==> config.mk <==
export PLATFORM = sky130hd
export DESIGN_NAME = rtc_secure_counter
export DESIGN_NICKNAME = d
export VERILOG_FILES = /design/src/rtl/rtc_pkg.sv /design/src/rtl/rtc_time_counter.sv /design/src/rtl/rtc_alarm_match.sv /design/src/rtl/rtc_secure_counter.sv
export SDC_FILE = /design/constraint.sdc
export NUM_CORES = 1
export LEC_CHECK = 0
export ABC_AREA = 1
export ABC_CLOCK_PERIOD_IN_PS = 2200
export CORE_ASPECT_RATIO = 0.75
export CORE_MARGIN = 2
export CORE_UTILIZATION = 50
export CTS_BUF_LIST = sky130_fd_sc_hd__clkbuf_4 sky130_fd_sc_hd__clkbuf_8
export DETAILED_ROUTE_END_ITERATION = 7
export PLACE_DENSITY = 0.74
export SLEW_MARGIN = 20
export SYNTH_ARGS = -nofsm -noshare
export SYNTH_HDL_FRONTEND = slang
export SYNTH_SLANG_ARGS = --single-unit
==> constraint.sdc <==
create_clock -name clk -period 2.2 [get_ports clk]
set_clock_uncertainty 0.15 [all_clocks]
set_input_delay 0.44 -clock clk [delete_from_list [all_inputs] [get_ports clk]]
set_output_delay 0.44 -clock clk [all_outputs]
set_load 0.02 [all_outputs]
==> src/rtl/rtc_pkg.sv <==
// Shared constants for the secure real-time counter: register word
// addresses and the bit positions that software decodes.
package rtc_pkg;

    localparam int SEC_W_DEF  = 32;
    localparam int FRAC_W_DEF = 15;

    typedef enum logic [3:0] {
        A_SEC      = 4'd0,
        A_FRAC     = 4'd1,
        A_ALM_SEC  = 4'd2,
        A_ALM_FRAC = 4'd3,
        A_CTRL     = 4'd4,
        A_STAT     = 4'd5,
        A_IE       = 4'd6
    } reg_addr_e;

    localparam int CTL_EN_BIT  = 3;
    localparam int ST_NV_BIT   = 1;
    localparam int ST_OVF_BIT  = 2;
    localparam int ST_ALM_BIT  = 4;
    localparam int IE_ALM_BIT  = 4;

endpackage

==> src/rtl/rtc_time_counter.sv <==
// Combined seconds/fraction counter.
// Advances by one on `step`, loads either field from `wdata`.
// Assumes the caller never asserts step together with a load, and SEC_W <= DATA_W.
module rtc_time_counter #(
    parameter int SEC_W  = 32,
    parameter int FRAC_W = 15,
    parameter int DATA_W = 32
) (
    input  logic              clk,
    input  logic              rst_n,
    input  logic              step,
    input  logic              ld_sec,
    input  logic              ld_frac,
    input  logic [DATA_W-1:0] wdata,
    output logic [SEC_W-1:0]  sec_o,
    output logic [FRAC_W-1:0] frac_o,
    output logic [SEC_W-1:0]  sec_next_o,
    output logic              boundary_o,
    output logic              carry_o
);
    localparam int TOT_W = SEC_W + FRAC_W;

    logic [SEC_W-1:0]  sec_q;
    logic [FRAC_W-1:0] frac_q;
    logic [TOT_W:0]    sum;

    // Incremented value with carry-out of the full width.
    always_comb begin
        sum = {1'b0, sec_q, frac_q} + {{TOT_W{1'b0}}, 1'b1};
    end

    assign sec_next_o = sum[TOT_W-1:FRAC_W];
    assign boundary_o = step & (&frac_q);
    assign carry_o    = step & sum[TOT_W];
    assign sec_o      = sec_q;
    assign frac_o     = frac_q;

    // Time state: field loads or single-count advance.
    always_ff @(posedge clk) begin
        if (!rst_n) begin
            sec_q  <= '0;
            frac_q <= '0;
        end else begin
            if (ld_sec)
                sec_q <= wdata[SEC_W-1:0];
            if (ld_frac)
                frac_q <= wdata[FRAC_W-1:0];
            if (step)
                {sec_q, frac_q} <= sum[TOT_W-1:0];
        end
    end
endmodule

==> src/rtl/rtc_alarm_match.sv <==
// Seconds alarm register and its compare.
// A hit is reported only at a second boundary, when the new seconds equal the
// stored value. The all-ones value means that no alarm is set.
module rtc_alarm_match #(
    parameter int SEC_W  = 32,
    parameter int DATA_W = 32
) (
    input  logic              clk,
    input  logic              rst_n,
    input  logic              ld,
    input  logic [DATA_W-1:0] wdata,
    input  logic              boundary,
    input  logic [SEC_W-1:0]  sec_next,
    output logic [SEC_W-1:0]  alarm_o,
    output logic              hit_o
);
    localparam logic [SEC_W-1:0] UNSET = {SEC_W{1'b1}};

    logic [SEC_W-1:0] alarm_q;

    // Alarm value register, parked at the unset code after reset.
    always_ff @(posedge clk) begin
        if (!rst_n)
            alarm_q <= UNSET;
        else if (ld)
            alarm_q <= wdata[SEC_W-1:0];
    end

    // Boundary-qualified compare.
    always_comb begin
        hit_o = boundary && (sec_next == alarm_q) && (alarm_q != UNSET);
    end

    assign alarm_o = alarm_q;
endmodule

==> src/rtl/rtc_secure_counter.sv <==
// Top level of the secure real-time counter.
// Decodes register writes, keeps the control, mask and sticky status flags,
// derives the run condition and drives the read mux and the alarm interrupt.
// Assumes lp_tick_i is already a single-cycle strobe in the clk domain.
module rtc_secure_counter
    import rtc_pkg::*;
#(
    parameter int SEC_W  = SEC_W_DEF,
    parameter int FRAC_W = FRAC_W_DEF,
    parameter int ADDR_W = 4,
    parameter int DATA_W = 32
) (
    input  logic              clk,
    input  logic              rst_n,
    input  logic              lp_tick_i,
    input  logic              hold_i,
    input  logic              nv_event_i,
    input  logic              bus_wr_i,
    input  logic [ADDR_W-1:0] bus_addr_i,
    input  logic [DATA_W-1:0] bus_wdata_i,
    output logic [DATA_W-1:0] bus_rdata_o,
    output logic              alarm_irq_o
);
    logic wr_sec, wr_frac, wr_alm, wr_ctrl, wr_stat, wr_ie;
    logic ctrl_en_q, ie_alm_q, nv_q, ovf_q, caf_q, armed_q;
    logic run, step, boundary, carry, hit;
    logic [SEC_W-1:0]  sec_cnt, sec_next, alarm_sec;
    logic [FRAC_W-1:0] frac_cnt;
    logic [DATA_W-1:0] clr_mask;

    // Write decode per register.
    always_comb begin
        wr_sec  = bus_wr_i && (bus_addr_i == ADDR_W'(A_SEC));
        wr_frac = bus_wr_i && (bus_addr_i == ADDR_W'(A_FRAC));
        wr_alm  = bus_wr_i && (bus_addr_i == ADDR_W'(A_ALM_SEC));
        wr_ctrl = bus_wr_i && (bus_addr_i == ADDR_W'(A_CTRL));
        wr_stat = bus_wr_i && (bus_addr_i == ADDR_W'(A_STAT));
        wr_ie   = bus_wr_i && (bus_addr_i == ADDR_W'(A_IE));
    end

    // Run condition and the gated count step (a time write drops the strobe).
    always_comb begin
        run  = ctrl_en_q && !ovf_q && !nv_q && armed_q && !hold_i;
        step = lp_tick_i && run && !wr_sec && !wr_frac;
    end

    rtc_time_counter #(
        .SEC_W  (SEC_W),
        .FRAC_W (FRAC_W),
        .DATA_W (DATA_W)
    ) u_counter (
        .clk        (clk),
        .rst_n      (rst_n),
        .step       (step),
        .ld_sec     (wr_sec),
        .ld_frac    (wr_frac),
        .wdata      (bus_wdata_i),
        .sec_o      (sec_cnt),
        .frac_o     (frac_cnt),
        .sec_next_o (sec_next),
        .boundary_o (boundary),
        .carry_o    (carry)
    );

    rtc_alarm_match #(
        .SEC_W  (SEC_W),
        .DATA_W (DATA_W)
    ) u_alarm (
        .clk      (clk),
        .rst_n    (rst_n),
        .ld       (wr_alm),
        .wdata    (bus_wdata_i),
        .boundary (boundary),
        .sec_next (sec_next),
        .alarm_o  (alarm_sec),
        .hit_o    (hit)
    );

    // Control enable and alarm mask registers.
    always_ff @(posedge clk) begin
        if (!rst_n) begin
            ctrl_en_q <= 1'b0;
            ie_alm_q  <= 1'b0;
        end else begin
            if (wr_ctrl)
                ctrl_en_q <= bus_wdata_i[CTL_EN_BIT];
            if (wr_ie)
                ie_alm_q <= bus_wdata_i[IE_ALM_BIT];
        end
    end

    // Write-one-to-clear mask from a status write.
    always_comb begin
        clr_mask = wr_stat ? bus_wdata_i : '0;
    end

    // Sticky flags (set wins over clear) and the "time loaded" qualifier.
    always_ff @(posedge clk) begin
        if (!rst_n) begin
            nv_q    <= 1'b1;
            ovf_q   <= 1'b0;
            caf_q   <= 1'b0;
            armed_q <= 1'b0;
        end else begin
            nv_q  <= (nv_q  && !clr_mask[ST_NV_BIT])  || nv_event_i;
            ovf_q <= (ovf_q && !clr_mask[ST_OVF_BIT]) || carry;
            caf_q <= (caf_q && !clr_mask[ST_ALM_BIT]) || hit;
            if (nv_event_i)
                armed_q <= 1'b0;
            else if (wr_sec)
                armed_q <= 1'b1;
        end
    end

    // Read mux; unmapped words and the alarm fraction read zero.
    always_comb begin
        bus_rdata_o = '0;
        case (bus_addr_i)
            ADDR_W'(A_SEC):     bus_rdata_o[SEC_W-1:0]  = sec_cnt;
            ADDR_W'(A_FRAC):    bus_rdata_o[FRAC_W-1:0] = frac_cnt;
            ADDR_W'(A_ALM_SEC): bus_rdata_o[SEC_W-1:0]  = alarm_sec;
            ADDR_W'(A_CTRL):    bus_rdata_o[CTL_EN_BIT] = ctrl_en_q;
            ADDR_W'(A_STAT): begin
                bus_rdata_o[ST_NV_BIT]  = nv_q;
                bus_rdata_o[ST_OVF_BIT] = ovf_q;
                bus_rdata_o[ST_ALM_BIT] = caf_q;
            end
            ADDR_W'(A_IE):      bus_rdata_o[IE_ALM_BIT] = ie_alm_q;
            default:            bus_rdata_o = '0;
        endcase
    end

    // Alarm interrupt.
    assign alarm_irq_o = caf_q && ie_alm_q;
endmodule

==> reports/qor.csv, run 1 <==
metric,value,unit
Synth Net Count,1058,
post-synthesis instance area,6070,sq um
Cell Pwr Density,393,nW/um^2
xor and xnor fraction of the mapped netlist area,1.71,%
count of distinct cell types in the synthesized netlist,41,
maximum level of the CTS H-tree,3,
number of buffer and inverter instances along the worst setup path,1,
TritonCTS Buffers,9,
Synth top cells by count,"sky130_fd_sc_hd__nand2_1, sky130_fd_sc_hd__inv_1, sky130_fd_sc_hd__nand3_1, sky130_fd_sc_hd__nor2_1, sky130_fd_sc_hd__dfxtp_1",
most frequently used cell type in the post-synthesis netlist,sky130_fd_sc_hd__nand2_1,
number of maximum-capacitance constraint violations,0,
num rows,34,
origin of the critical flop-to-flop path,u_counter.frac_o[0],
post-synth top area share,28.0,%
routability cong.,1.03,
Tot Pwr,3390,uW
launch point of the worst hold path,rst_n,
TritonCTS clock tree,yes,
multiplexer area fraction after synthesis,0,%
synthesized instance count,1015,
wire length after detailed routing,24.6,mm
maximum number of pins on one net before global-route repair,37,
initial antenna violation count,0,
starting density of the core,51.9,%
die outline area,13100,sq um
wire length of the first global-routing pass,38.8,mm
end of the worst hold path,u_alarm.alarm_o[29],
"EDFF count, synth",0,
number of cells on the worst hold path,2,
final number of setup-violating endpoints,1,
total via count in the routed design,8024,
slew of the pin with the lowest slew margin,0.350,ns
Detailed Place HPWL,18.8,mm
status,"finished, violations left",
worst endpoint data arrival time,2.57,ns
number of top-level design ports,75,
CTS Buffer Depth,2,
Hold Path Class,primary input to register,
detailed-router iteration count before antenna repair,7,
main combinational cell family by area after synthesis,simple AND/OR/NAND/NOR gates,
top layer reached by signal wires,met4,
I/O Buffers,74,
Final nets,1281,
register area share after synthesis,28.0,%
Skew-Pair Late Insertion Delay,0.38,ns
Compound-Gate Fraction of Synth Area,18.1,%
crit path max-delay cell type,sky130_fd_sc_hd__dfxtp_2,
total length of routed met2 wires,9.85,mm
data required time at the worst endpoint,2.37,ns
"reg-to-reg slack, setup",-0.20,ns
number of fillers in the final layout,1006,
synthesis-to-layout area growth,41.9,%
via count normalized by instance count,5.72,
cell-by-cell listing of the critical path,ha_4 > nand2_4 > nor2_4 > nand2_4 > nor2_4 > buf_6 > nand3_4 > xnor3_1 > nor2_1 > nand2_1 > nor2_2 > nand3_1 > a21oi_2,
Diodes inserted,0,
Synthesis Warnings,0,
"logic depth of the worst path, buffers included",13,
crit-path max FO,8,
floorplan core area,11700,sq um
total routing resource utilization after global routing,37.9,%
share of layout cells above drive strength 1,23.6,%
initial drt markers,991,
via count of the first global-routing pass,7433,
largest cells by area after synthesis,"sky130_fd_sc_hd__dfxtp_1, sky130_fd_sc_hd__nand2_1, sky130_fd_sc_hd__nand3_1",
antenna-violating nets left,0,
Wirelength per Cell,17.5,microns
Met3 Wirelength,3.41,mm
r2r endpoint,caf_q,
CTS Root Buffer Type,sky130_fd_sc_hd__clkbuf_8,
dominant cell type by area after synthesis,sky130_fd_sc_hd__dfxtp_1,
RSZ-0062 raised after global routing,yes,
vertical die dimension,99.4,microns
Worst Reg2Reg Path Length in Cells,13,
cell class contributing the biggest share of worst-path delay,simple AND/OR/NAND/NOR gates,
Critical Path Source Type,register,
"post-synthesis share of cell area spent on and, or, nand and nor gates",42.2,%
per-instance average area after synthesis,5.98,sq um
#FFs+latches synth,85,
clock period minus worst slack,2.40,ns
Max Transition Viols Final,0,
sum of routed wire segments on met1,10.7,mm
x dimension of the die,131,microns
post-detailed-route DRC marker count,0,
IR Drop Worst-Case VDD,355,uV
TritonCTS sink count,85,
adder-cell share of the synthesized area,0.206,%
share of async-settable or async-resettable flops after synthesis,0,%
clock slew at reported path FFs,0.09,ns
failing checks,negative setup slack,
Final Hold Slack,0.289,ns
f_max,417,MHz
period utilisation layout,109,%
CP Class,register to register,
ys flop type,sky130_fd_sc_hd__dfxtp_1,
delay of the slowest cell on the worst path,0.36,ns
hold buffers post-CTS,0,
slack of the critical path,-0.199,ns
type of element capturing the critical path,register,
GR Overflow Total,0,
slew margin rel.,76.4,%
Hold Fails Final Rpt,0,
leakage power total,0.00392,uW
per-stage QoR:
stage	util (%)	setup TNS, ns	setup slack [ns]	cell area [sq um]	std cells
2_1_floorplan	-	0	0.173	6070	1015
5_1_grt	73.6	-0.459	-0.333	8620	1404
4_1_cts	72.1	-0.108	-0.108	8430	1396
3_3_place_gp	70.3	-47.37	-0.735	8220	1379
6_report	73.6	-0.199	-0.199	8620	1404
3_5_place_dp	70.3	-54.87	-0.821	8220	1379
logic make-up (layout without fill, tap and decap cells):
logic type               Yosys count  count (layout)
AND/OR/NAND/NOR                  603             603
AO/OA/AOI/OAI                    165             165
buffers and inverters            154             381
flip-flops                        85              85
XOR/XNOR                           7               7
adder cells (fa/ha/maj)            1               1
metal layers:
metal  vias to the layer above  GRT usage, %
met5                         -             0
met1                      3630          53.6
met3                        56          10.3
met2                       516          56.4
met4                         0          12.1
li1                       3822             -
how the worst max path moves through the flow:
stage / startpoint / to
2_1_floorplan: u_counter.frac_o[0] / caf_q
3_3_place_gp: bus_addr_i[1] / bus_rdata_o[5]
3_5_place_dp: bus_addr_i[1] / bus_rdata_o[9]
4_1_cts: u_counter.frac_o[1] / caf_q
5_1_grt: u_counter.frac_o[12] / caf_q
6_report: u_counter.frac_o[0] / caf_q
state kept, by name, summed over array words and instances (netlist names):
register and count:
u_alarm.alarm_o 32, u_counter.sec_o 32, u_counter.frac_o 15, armed_q 1, caf_q 1, ctrl_en_q 1
ie_alm_q 1, nv_q 1, ovf_q 1
power breakdown:
group	total (uW)	leakage [uW]	internal (uW)	switching [uW]
registers	1580	0.000691	1560	23.6
logic	418	0.00311	185	233
clock network	1380	0.000116	775	610
timing repair:
action,4_1_cts,5_1_grt
gates cloned,0,2
resized for setup,181,37
setup endpoints to repair,81,29
pin swaps,11,15
endpoints found under the hold margin,0,0
buffers inserted,2,7
worst register-to-register path: stages (launching register included):
cell and delay (ns):
sky130_fd_sc_hd__dfxtp_2 0.36, sky130_fd_sc_hd__ha_4 0.15, sky130_fd_sc_hd__nand2_4 0.05, sky130_fd_sc_hd__nor2_4 0.20
sky130_fd_sc_hd__nand2_4 0.10, sky130_fd_sc_hd__nor2_4 0.27, sky130_fd_sc_hd__buf_6 0.15, sky130_fd_sc_hd__nand3_4 0.09
sky130_fd_sc_hd__xnor3_1 0.21, sky130_fd_sc_hd__nor2_1 0.11, sky130_fd_sc_hd__nand2_1 0.11, sky130_fd_sc_hd__nor2_2 0.17
sky130_fd_sc_hd__nand3_1 0.11, sky130_fd_sc_hd__a21oi_2 0.11
cell usage in the layout, fill, tap and decap left out, types with 3 or more instances in the layout:
cell and instances:
sky130_fd_sc_hd__a211oi_1 4, sky130_fd_sc_hd__nand3_2 6, sky130_fd_sc_hd__nor3_1 4, sky130_fd_sc_hd__clkbuf_8 9
sky130_fd_sc_hd__nand2_2 8, sky130_fd_sc_hd__nand2_4 5, sky130_fd_sc_hd__buf_6 7, sky130_fd_sc_hd__buf_4 154
sky130_fd_sc_hd__nand2_1 351, sky130_fd_sc_hd__clkdlybuf4s50_1 37, sky130_fd_sc_hd__o221ai_1 15, sky130_fd_sc_hd__o22ai_1 18
sky130_fd_sc_hd__buf_12 13, sky130_fd_sc_hd__clkinv_1 3, sky130_fd_sc_hd__o211ai_1 37, sky130_fd_sc_hd__o21ai_0 18
sky130_fd_sc_hd__a21oi_1 30, sky130_fd_sc_hd__xor2_1 4, sky130_fd_sc_hd__or2_2 3, sky130_fd_sc_hd__nor2_2 17
sky130_fd_sc_hd__bufinv_16 3, sky130_fd_sc_hd__buf_2 29, sky130_fd_sc_hd__a22oi_1 13, sky130_fd_sc_hd__clkbuf_2 4
sky130_fd_sc_hd__dfxtp_1 80, sky130_fd_sc_hd__nor2_4 14, sky130_fd_sc_hd__nand4_1 14, sky130_fd_sc_hd__dfxtp_2 4
sky130_fd_sc_hd__nand3_1 94, sky130_fd_sc_hd__nor2_1 83, sky130_fd_sc_hd__a31oi_1 18, sky130_fd_sc_hd__inv_1 112
sky130_fd_sc_hd__inv_2 4
area by class of cell:
class                   count  area (sq um)  share of cell area, %
clock buffers              11           139                   1.61
inverters                 120           453                   5.26
well taps                 162           203                   2.35
flip-flops and latches     85          1710                   19.9
repair buffers            246          2080                   24.2
clock inverters             4          97.6                   1.13
multi-input cells         776          3930                   45.6
Power figures use the tool's default switching activity.
==> inputs of run 2 (changes only) <==
--- a/config.mk
+++ b/config.mk
@@ -7,11 +7,11 @@
 export LEC_CHECK = 0
 export ABC_AREA = 1
 export ABC_CLOCK_PERIOD_IN_PS = 2200
-export CORE_ASPECT_RATIO = 0.75
 export CORE_MARGIN = 2
 export CORE_UTILIZATION = 50
 export CTS_BUF_LIST = sky130_fd_sc_hd__clkbuf_4 sky130_fd_sc_hd__clkbuf_8
 export DETAILED_ROUTE_END_ITERATION = 7
+export GPL_TIMING_DRIVEN = 0
 export PLACE_DENSITY = 0.74
 export SLEW_MARGIN = 20
 export SYNTH_ARGS = -nofsm -noshare
==> run 2 against run 1 <==
The run still ends with negative setup slack left. Via count decreased by 2.5%. Sequential power about the same. Global-route usage increased by 1.5 points. Critical path type unchanged. Critical endpoint unchanged.
==> reports/qor.csv, run 2 (same netlist as run 1, synthesis figures left out) <==
metric,value,unit,change
via count normalized by instance count,6.01,,+5.1%
Hold Fails Final Rpt,0,,unchanged
wire length after detailed routing,26.4,mm,+7.3%
clock period minus worst slack,2.50,ns,+0.102 ns
number of maximum-capacitance constraint violations,0,,unchanged
maximum number of pins on one net before global-route repair,15,,-59%
synthesis-to-layout area growth,35.0,%,
maximum level of the CTS H-tree,3,,unchanged
status,"finished, violations left",,
Cell Pwr Density,434,nW/um^2,+10%
crit-path max FO,6,,-2
num rows,40,,+18%
leakage power total,0.00350,uW,-11%
Worst Reg2Reg Path Length in Cells,15,,+2
crit path max-delay cell type,sky130_fd_sc_hd__dfxtp_4,,
routability cong.,1.01,,-1.2%
total via count in the routed design,7821,,-2.5%
wire length of the first global-routing pass,38.5,mm,-0.64%
CTS Buffer Depth,2,,unchanged
Combinational Power Share,11.9,%,-0.4 points
vertical die dimension,114,microns,+15%
share of total power in sequential cells,44.5,%,-2.3 points
failing checks,negative setup slack,,
"commonest cells after routing, fill and taps aside","sky130_fd_sc_hd__nand2_1, sky130_fd_sc_hd__inv_1, sky130_fd_sc_hd__nand3_1",,
slew margin rel.,48.8,%,-28 points
Tot Pwr,3550,uW,+4.9%
hold buffers post-CTS,0,,unchanged
Critical Path Source Type,register,,
share of layout cells above drive strength 1,20.4,%,-3.2 points
antenna-violating nets left,0,,unchanged
Detailed Place HPWL,18.8,mm,about the same
delay of the slowest cell on the worst path,0.38,ns,+0.02 ns
RSZ-0062 raised after global routing,yes,,
starting density of the core,51.0,%,-0.93 points
Placement Setup Slack,-1.34,ns,-0.519 ns
switching power total,926,uW,+6.8%
most frequent standard cell in the layout excluding fill and tap cells,sky130_fd_sc_hd__nand2_1,,
number of top-level design ports,75,,unchanged
clock slew at reported path FFs,0.09,ns,about the same
period utilisation layout,114,%,+4.6 points
Final nets,1193,,-6.9%
GR Overflow Total,0,,unchanged
floorplan core area,11900,sq um,+1.8%
detailed-router iteration count before antenna repair,7,,unchanged
CTS Root Buffer Type,sky130_fd_sc_hd__clkbuf_8,,
Wirelength per Cell,20.3,microns,+16%
cell-by-cell listing of the critical path,ha_4 > nand2_4 > nor2_4 > nand2_4 > nor2_4 > nand2_2 > nand3_2 > nand3_2 > nor2_4 > nand2_1 > nor2_2 > nand2_1 > nor2_2 > nand3_2 > a21oi_2,,
Max Transition Viols Final,0,,unchanged
CP Class,register to register,,
initial drt markers,1060,,+7.0%
type of element capturing the critical path,register,,
Final Non-Filler Cells,1302,,-7.3%
Skew-Pair Late Insertion Delay,0.40,ns,+0.02 ns
TritonCTS clock tree,yes,,
Hold Path Class,primary input to register,,
worst endpoint data arrival time,2.69,ns,+0.12 ns
number of instances in the placed design,1236,,-10%
Internal Power,2630,uW,+4.3%
number of cells on the worst hold path,4,,+2
via count of the first global-routing pass,6896,,-7.2%
Diodes inserted,0,,unchanged
TritonCTS Buffers,9,,unchanged
initial antenna violation count,0,,unchanged
I/O Buffers,74,,unchanged
clock group share of total power,43.6,%,+2.7 points
data required time at the worst endpoint,2.39,ns,+0.02 ns
slew of the pin with the lowest slew margin,0.768,ns,+0.418 ns
TritonCTS sink count,85,,unchanged
die outline area,13000,sq um,about the same
f_max,400,MHz,-4.1%
IR Drop Worst-Case VDD,431,uV,+21%
slack of the critical path,-0.301,ns,-0.102 ns
total routing resource utilization after global routing,39.5,%,+1.5 points
final number of setup-violating endpoints,2,,+1
post-detailed-route DRC marker count,0,,unchanged
x dimension of the die,114,microns,-13%
Final Hold Slack,0.282,ns,-0.00708 ns
switch share,26.1,%,+0.45 points
[run 2: area by class of cell]
| class | count | area (sq um) |
|---|---|---|
| multi-input combinational | 776 | 4150 |
| fill | 1118 | 3720 |
| inverter | 120 | 472 |
| buffer | 34 | 243 |
| tap | 147 | 184 |
| clock buffer | 10 | 138 |
| clock inverter | 6 | 134 |
| timing repair buffer | 124 | 1130 |
| sequential | 85 | 1740 |
[run 2: stage by stage]
stage | instance area (sq um) | setup TNS [ns] | util [%]
global route | 8200 | -0.644 | 68.8
finish | 8200 | -0.479 | 68.8
floorplan | 6070 | 0 | -
CTS | 7750 | -0.268 | 65.1
detailed placement | 7000 | -110.57 | 58.7
global placement | 7000 | -110.43 | 58.7
[run 2: worst paths after layout]
path	from	end	slack, ns
setup / recovery	u_counter.frac_o[1]	caf_q	-0.30
hold / removal	bus_addr_i[3]	ctrl_en_q	0.28
hold reg to reg	ie_alm_q	ie_alm_q	0.33
setup reg to reg	u_counter.frac_o[1]	caf_q	-0.30
[run 2: power groups by stage]
stage | clock network (uW) | registers [uW] | logic (uW)
global route | 1610 | 1580 | 446
floorplan | 0 | 1610 | 173
global placement | 0 | 1620 | 365
CTS | 1550 | 1580 | 392
finish | 1550 | 1580 | 422
detailed placement | 0 | 1620 | 366
[run 2: routing by layer]
metal	part of all wire, %	GRT usage [%]
met1	40	53.9
met3	14	12.3
met4	4.7	15.9
met5	0	0
met2	42	58.0
[run 2: what timing repair did]
item | CTS | global route
gates resized for setup | 258 | 71
setup endpoints to repair | 111 | 66
gates cloned | 1 | 3
pin swaps | 15 | 27
setup buffers | 26 | 20
[run 2: worst max-delay path, delay by kind of cell (launching register included)]
family          cells  cell delay, ns
flops               1            0.38
simple gates       13            1.61
fa+ha+maj           1            0.15
compound gates      1            0.13
==> inputs of run 3 (changes only) <==
--- a/config.mk
+++ b/config.mk
@@ -7,12 +7,15 @@
 export LEC_CHECK = 0
 export ABC_AREA = 1
 export ABC_CLOCK_PERIOD_IN_PS = 2200
+export CAP_MARGIN = 5
+export CELL_PAD_IN_SITES_DETAIL_PLACEMENT = 1
+export CELL_PAD_IN_SITES_GLOBAL_PLACEMENT = 1
 export CORE_MARGIN = 2
-export CORE_UTILIZATION = 50
+export CORE_UTILIZATION = 40
 export CTS_BUF_LIST = sky130_fd_sc_hd__clkbuf_4 sky130_fd_sc_hd__clkbuf_8
 export DETAILED_ROUTE_END_ITERATION = 7
 export GPL_TIMING_DRIVEN = 0
-export PLACE_DENSITY = 0.74
+export PLACE_DENSITY = 0.84
 export SLEW_MARGIN = 20
 export SYNTH_ARGS = -nofsm -noshare
 export SYNTH_HDL_FRONTEND = slang
==> run 3 against run 2 <==
The flow still finishes with violations (negative setup slack). Largest power group unchanged. Highest routed layer unchanged. Cell area up 2.0%. Largest cell class unchanged. Die area up 24%. Wire length up 27%.
==> reports/qor.csv, run 3 (same netlist as run 1, synthesis figures left out) <==
metric,value,unit,change
status,"finished, violations left",,
failing checks,negative setup slack,,
Diodes inserted,0,,unchanged
met3 routing resource usage after global routing,7.50,%,-4.8 points
Final Hold Slack,0.253,ns,-0.0292 ns
met2 Track Usage GR,59.3,%,+1.3 points
"reg-to-reg slack, setup",-0.59,ns,-0.29 ns
antenna-violating nets left,0,,unchanged
f_max,358,MHz,-10%
GR Layer Usage met1,51.0,%,-2.9 points
synthesis-to-layout area growth,37.7,%,
IR Drop Worst-Case VDD,232,uV,-46%
total routing resource utilization after global routing,38.0,%,-1.5 points
Cell Pwr Density,397,nW/um^2,-8.5%
clock period minus worst slack,2.79,ns,+0.292 ns
crit-path max FO,4,,-2
Final nets,1196,,+0.25%
final number of setup-violating endpoints,5,,+3
I/O Buffers,74,,unchanged
number of maximum-capacitance constraint violations,0,,unchanged
GR Overflow Total,0,,unchanged
slew of the pin with the lowest slew margin,0.908,ns,+0.140 ns
number of cells on the worst hold path,4,,unchanged
die outline area,16200,sq um,+24%
most frequent standard cell in the layout excluding fill and tap cells,sky130_fd_sc_hd__nand2_1,,
maximum level of the CTS H-tree,3,,unchanged
Placement Setup Slack,-1.44,ns,-0.0983 ns
via count of the first global-routing pass,8066,,+17%
detailed-router iteration count before antenna repair,5,,-2
type of element capturing the critical path,register,,
Wirelength per Cell,24.9,microns,+23%
Detailed Place HPWL,21.6,mm,+15%
slack of the critical path,-0.594,ns,-0.292 ns
launch point of the worst hold path,bus_addr_i[3],,
RSZ-0062 raised after global routing,yes,,
worst endpoint data arrival time,2.98,ns,+0.29 ns
Hold Fails Final Rpt,0,,unchanged
"commonest cells after routing, fill and taps aside","sky130_fd_sc_hd__nand2_1, sky130_fd_sc_hd__inv_1, sky130_fd_sc_hd__nand3_1",,
clock slew at reported path FFs,0.10,ns,about the same
period utilisation layout,127,%,+13 points
data required time at the worst endpoint,2.38,ns,about the same
CTS Buffer Depth,2,,unchanged
r2r endpoint,caf_q,,
TritonCTS clock tree,yes,,
Skew-Pair Late Insertion Delay,0.41,ns,about the same
Worst Reg2Reg Path Length in Cells,17,,+2
TritonCTS sink count,85,,unchanged
TritonCTS Buffers,9,,unchanged
slew margin rel.,39.5,%,-9.3 points
initial antenna violation count,0,,unchanged
routability cong.,0.973,,-4.0%
CP Class,register to register,,
maximum number of pins on one net before global-route repair,15,,unchanged
initial drt markers,1145,,+8.0%
accumulated negative setup slack,-0.870,ns,-0.391 ns
share of layout cells above drive strength 1,24.6,%,+4.2 points
floorplan core area,15000,sq um,+26%
num rows,45,,+13%
CTS Root Buffer Type,sky130_fd_sc_hd__clkbuf_8,,
leakage power total,0.00354,uW,+0.99%
wire length of the first global-routing pass,46.3,mm,+20%
post-detailed-route DRC marker count,0,,unchanged
total via count in the routed design,8472,,+8.3%
Hold Path Class,primary input to register,,
number of fillers in the final layout,2010,,+80%
vertical die dimension,127,microns,+11%
core utilization of the finished layout,55.6,%,-13 points
via count normalized by instance count,6.29,,+4.8%
x dimension of the die,127,microns,+11%
Critical Path Source Type,register,,
wire length after detailed routing,33.5,mm,+27%
Max Transition Viols Final,0,,unchanged
end of the worst hold path,ctrl_en_q,,
most crowded layer after global routing,met2,,
number of top-level design ports,75,,unchanged
starting density of the core,40.4,%,-11 points
origin of the critical flop-to-flop path,u_counter.frac_o[0],,
-- run 3: how the worst max path moves through the flow --
stage / end / depth (start not counted) / start
after floorplan: caf_q / 15 / u_counter.frac_o[0]
after global placement: bus_rdata_o[8] / 7 / bus_addr_i[1]
after detailed placement: bus_rdata_o[8] / 7 / bus_addr_i[1]
after CTS: caf_q / 13 / u_counter.frac_o[1]
after global routing: caf_q / 17 / u_counter.frac_o[0]
final: caf_q / 17 / u_counter.frac_o[0]
-- run 3: where the power goes --
| part | internal [uW] | switching, uW | total [uW] |
|---|---|---|---|
| clock network | 587 | 689 | 1280 |
| registers | 1550 | 29.4 | 1580 |
| logic | 178 | 279 | 457 |
| total | 2320 | 997 | 3320 |
-- run 3: stage by stage --
stage / total power (uW) / instance area, sq um / std cells
global placement: 2000 / 7050 / 1277
finish: 3320 / 8360 / 1346
detailed placement: 2010 / 7050 / 1277
floorplan: 1790 / 6070 / 1015
global route: 3380 / 8360 / 1346
CTS: 3270 / 7820 / 1318
-- run 3: layer usage --
metal	wire length [microns]	part of all wire, %
met1	13300	40
met5	0	0
met2	14300	43
met4	2280	6.8
met3	3690	11
-- run 3: timing repair --
action,CTS,global route
cloned,3,0
resized for setup,306,106
hold buffers,0,0
setup endpoints to repair,113,90
buffers inserted,22,28
pin swaps,21,46
-- run 3: area by class of cell --
| class | instances | area (sq um) | share of cell area [%] |
|---|---|---|---|
| plain buffers | 34 | 278 | 3.32 |
| clock buffers | 11 | 151 | 1.81 |
| clock inverters | 5 | 58.8 | 0.703 |
| inverters | 120 | 467 | 5.58 |
| multi-input cells | 776 | 4300 | 51.4 |
| flip-flops and latches | 85 | 1750 | 20.9 |
| well taps | 188 | 235 | 2.81 |
| repair buffers | 127 | 1130 | 13.5 |
-- run 3: critical path: stages, from the launching register on --
cell                       delay, ns
sky130_fd_sc_hd__dfxtp_4        0.39
sky130_fd_sc_hd__ha_4           0.16
sky130_fd_sc_hd__nand2_4        0.06
sky130_fd_sc_hd__nor2_4         0.23
sky130_fd_sc_hd__nand2_4        0.13
sky130_fd_sc_hd__nor2_4         0.23
sky130_fd_sc_hd__buf_12         0.15
sky130_fd_sc_hd__buf_8          0.11
sky130_fd_sc_hd__nand3_4        0.08
sky130_fd_sc_hd__nand3_2        0.11
sky130_fd_sc_hd__nand2_1        0.09
sky130_fd_sc_hd__clkinv_1       0.08
sky130_fd_sc_hd__nand2_1        0.05
sky130_fd_sc_hd__nor2_1         0.16
sky130_fd_sc_hd__nand2_1        0.13
sky130_fd_sc_hd__nor2_4         0.15
sky130_fd_sc_hd__nand3_2        0.09
sky130_fd_sc_hd__a21oi_2        0.17
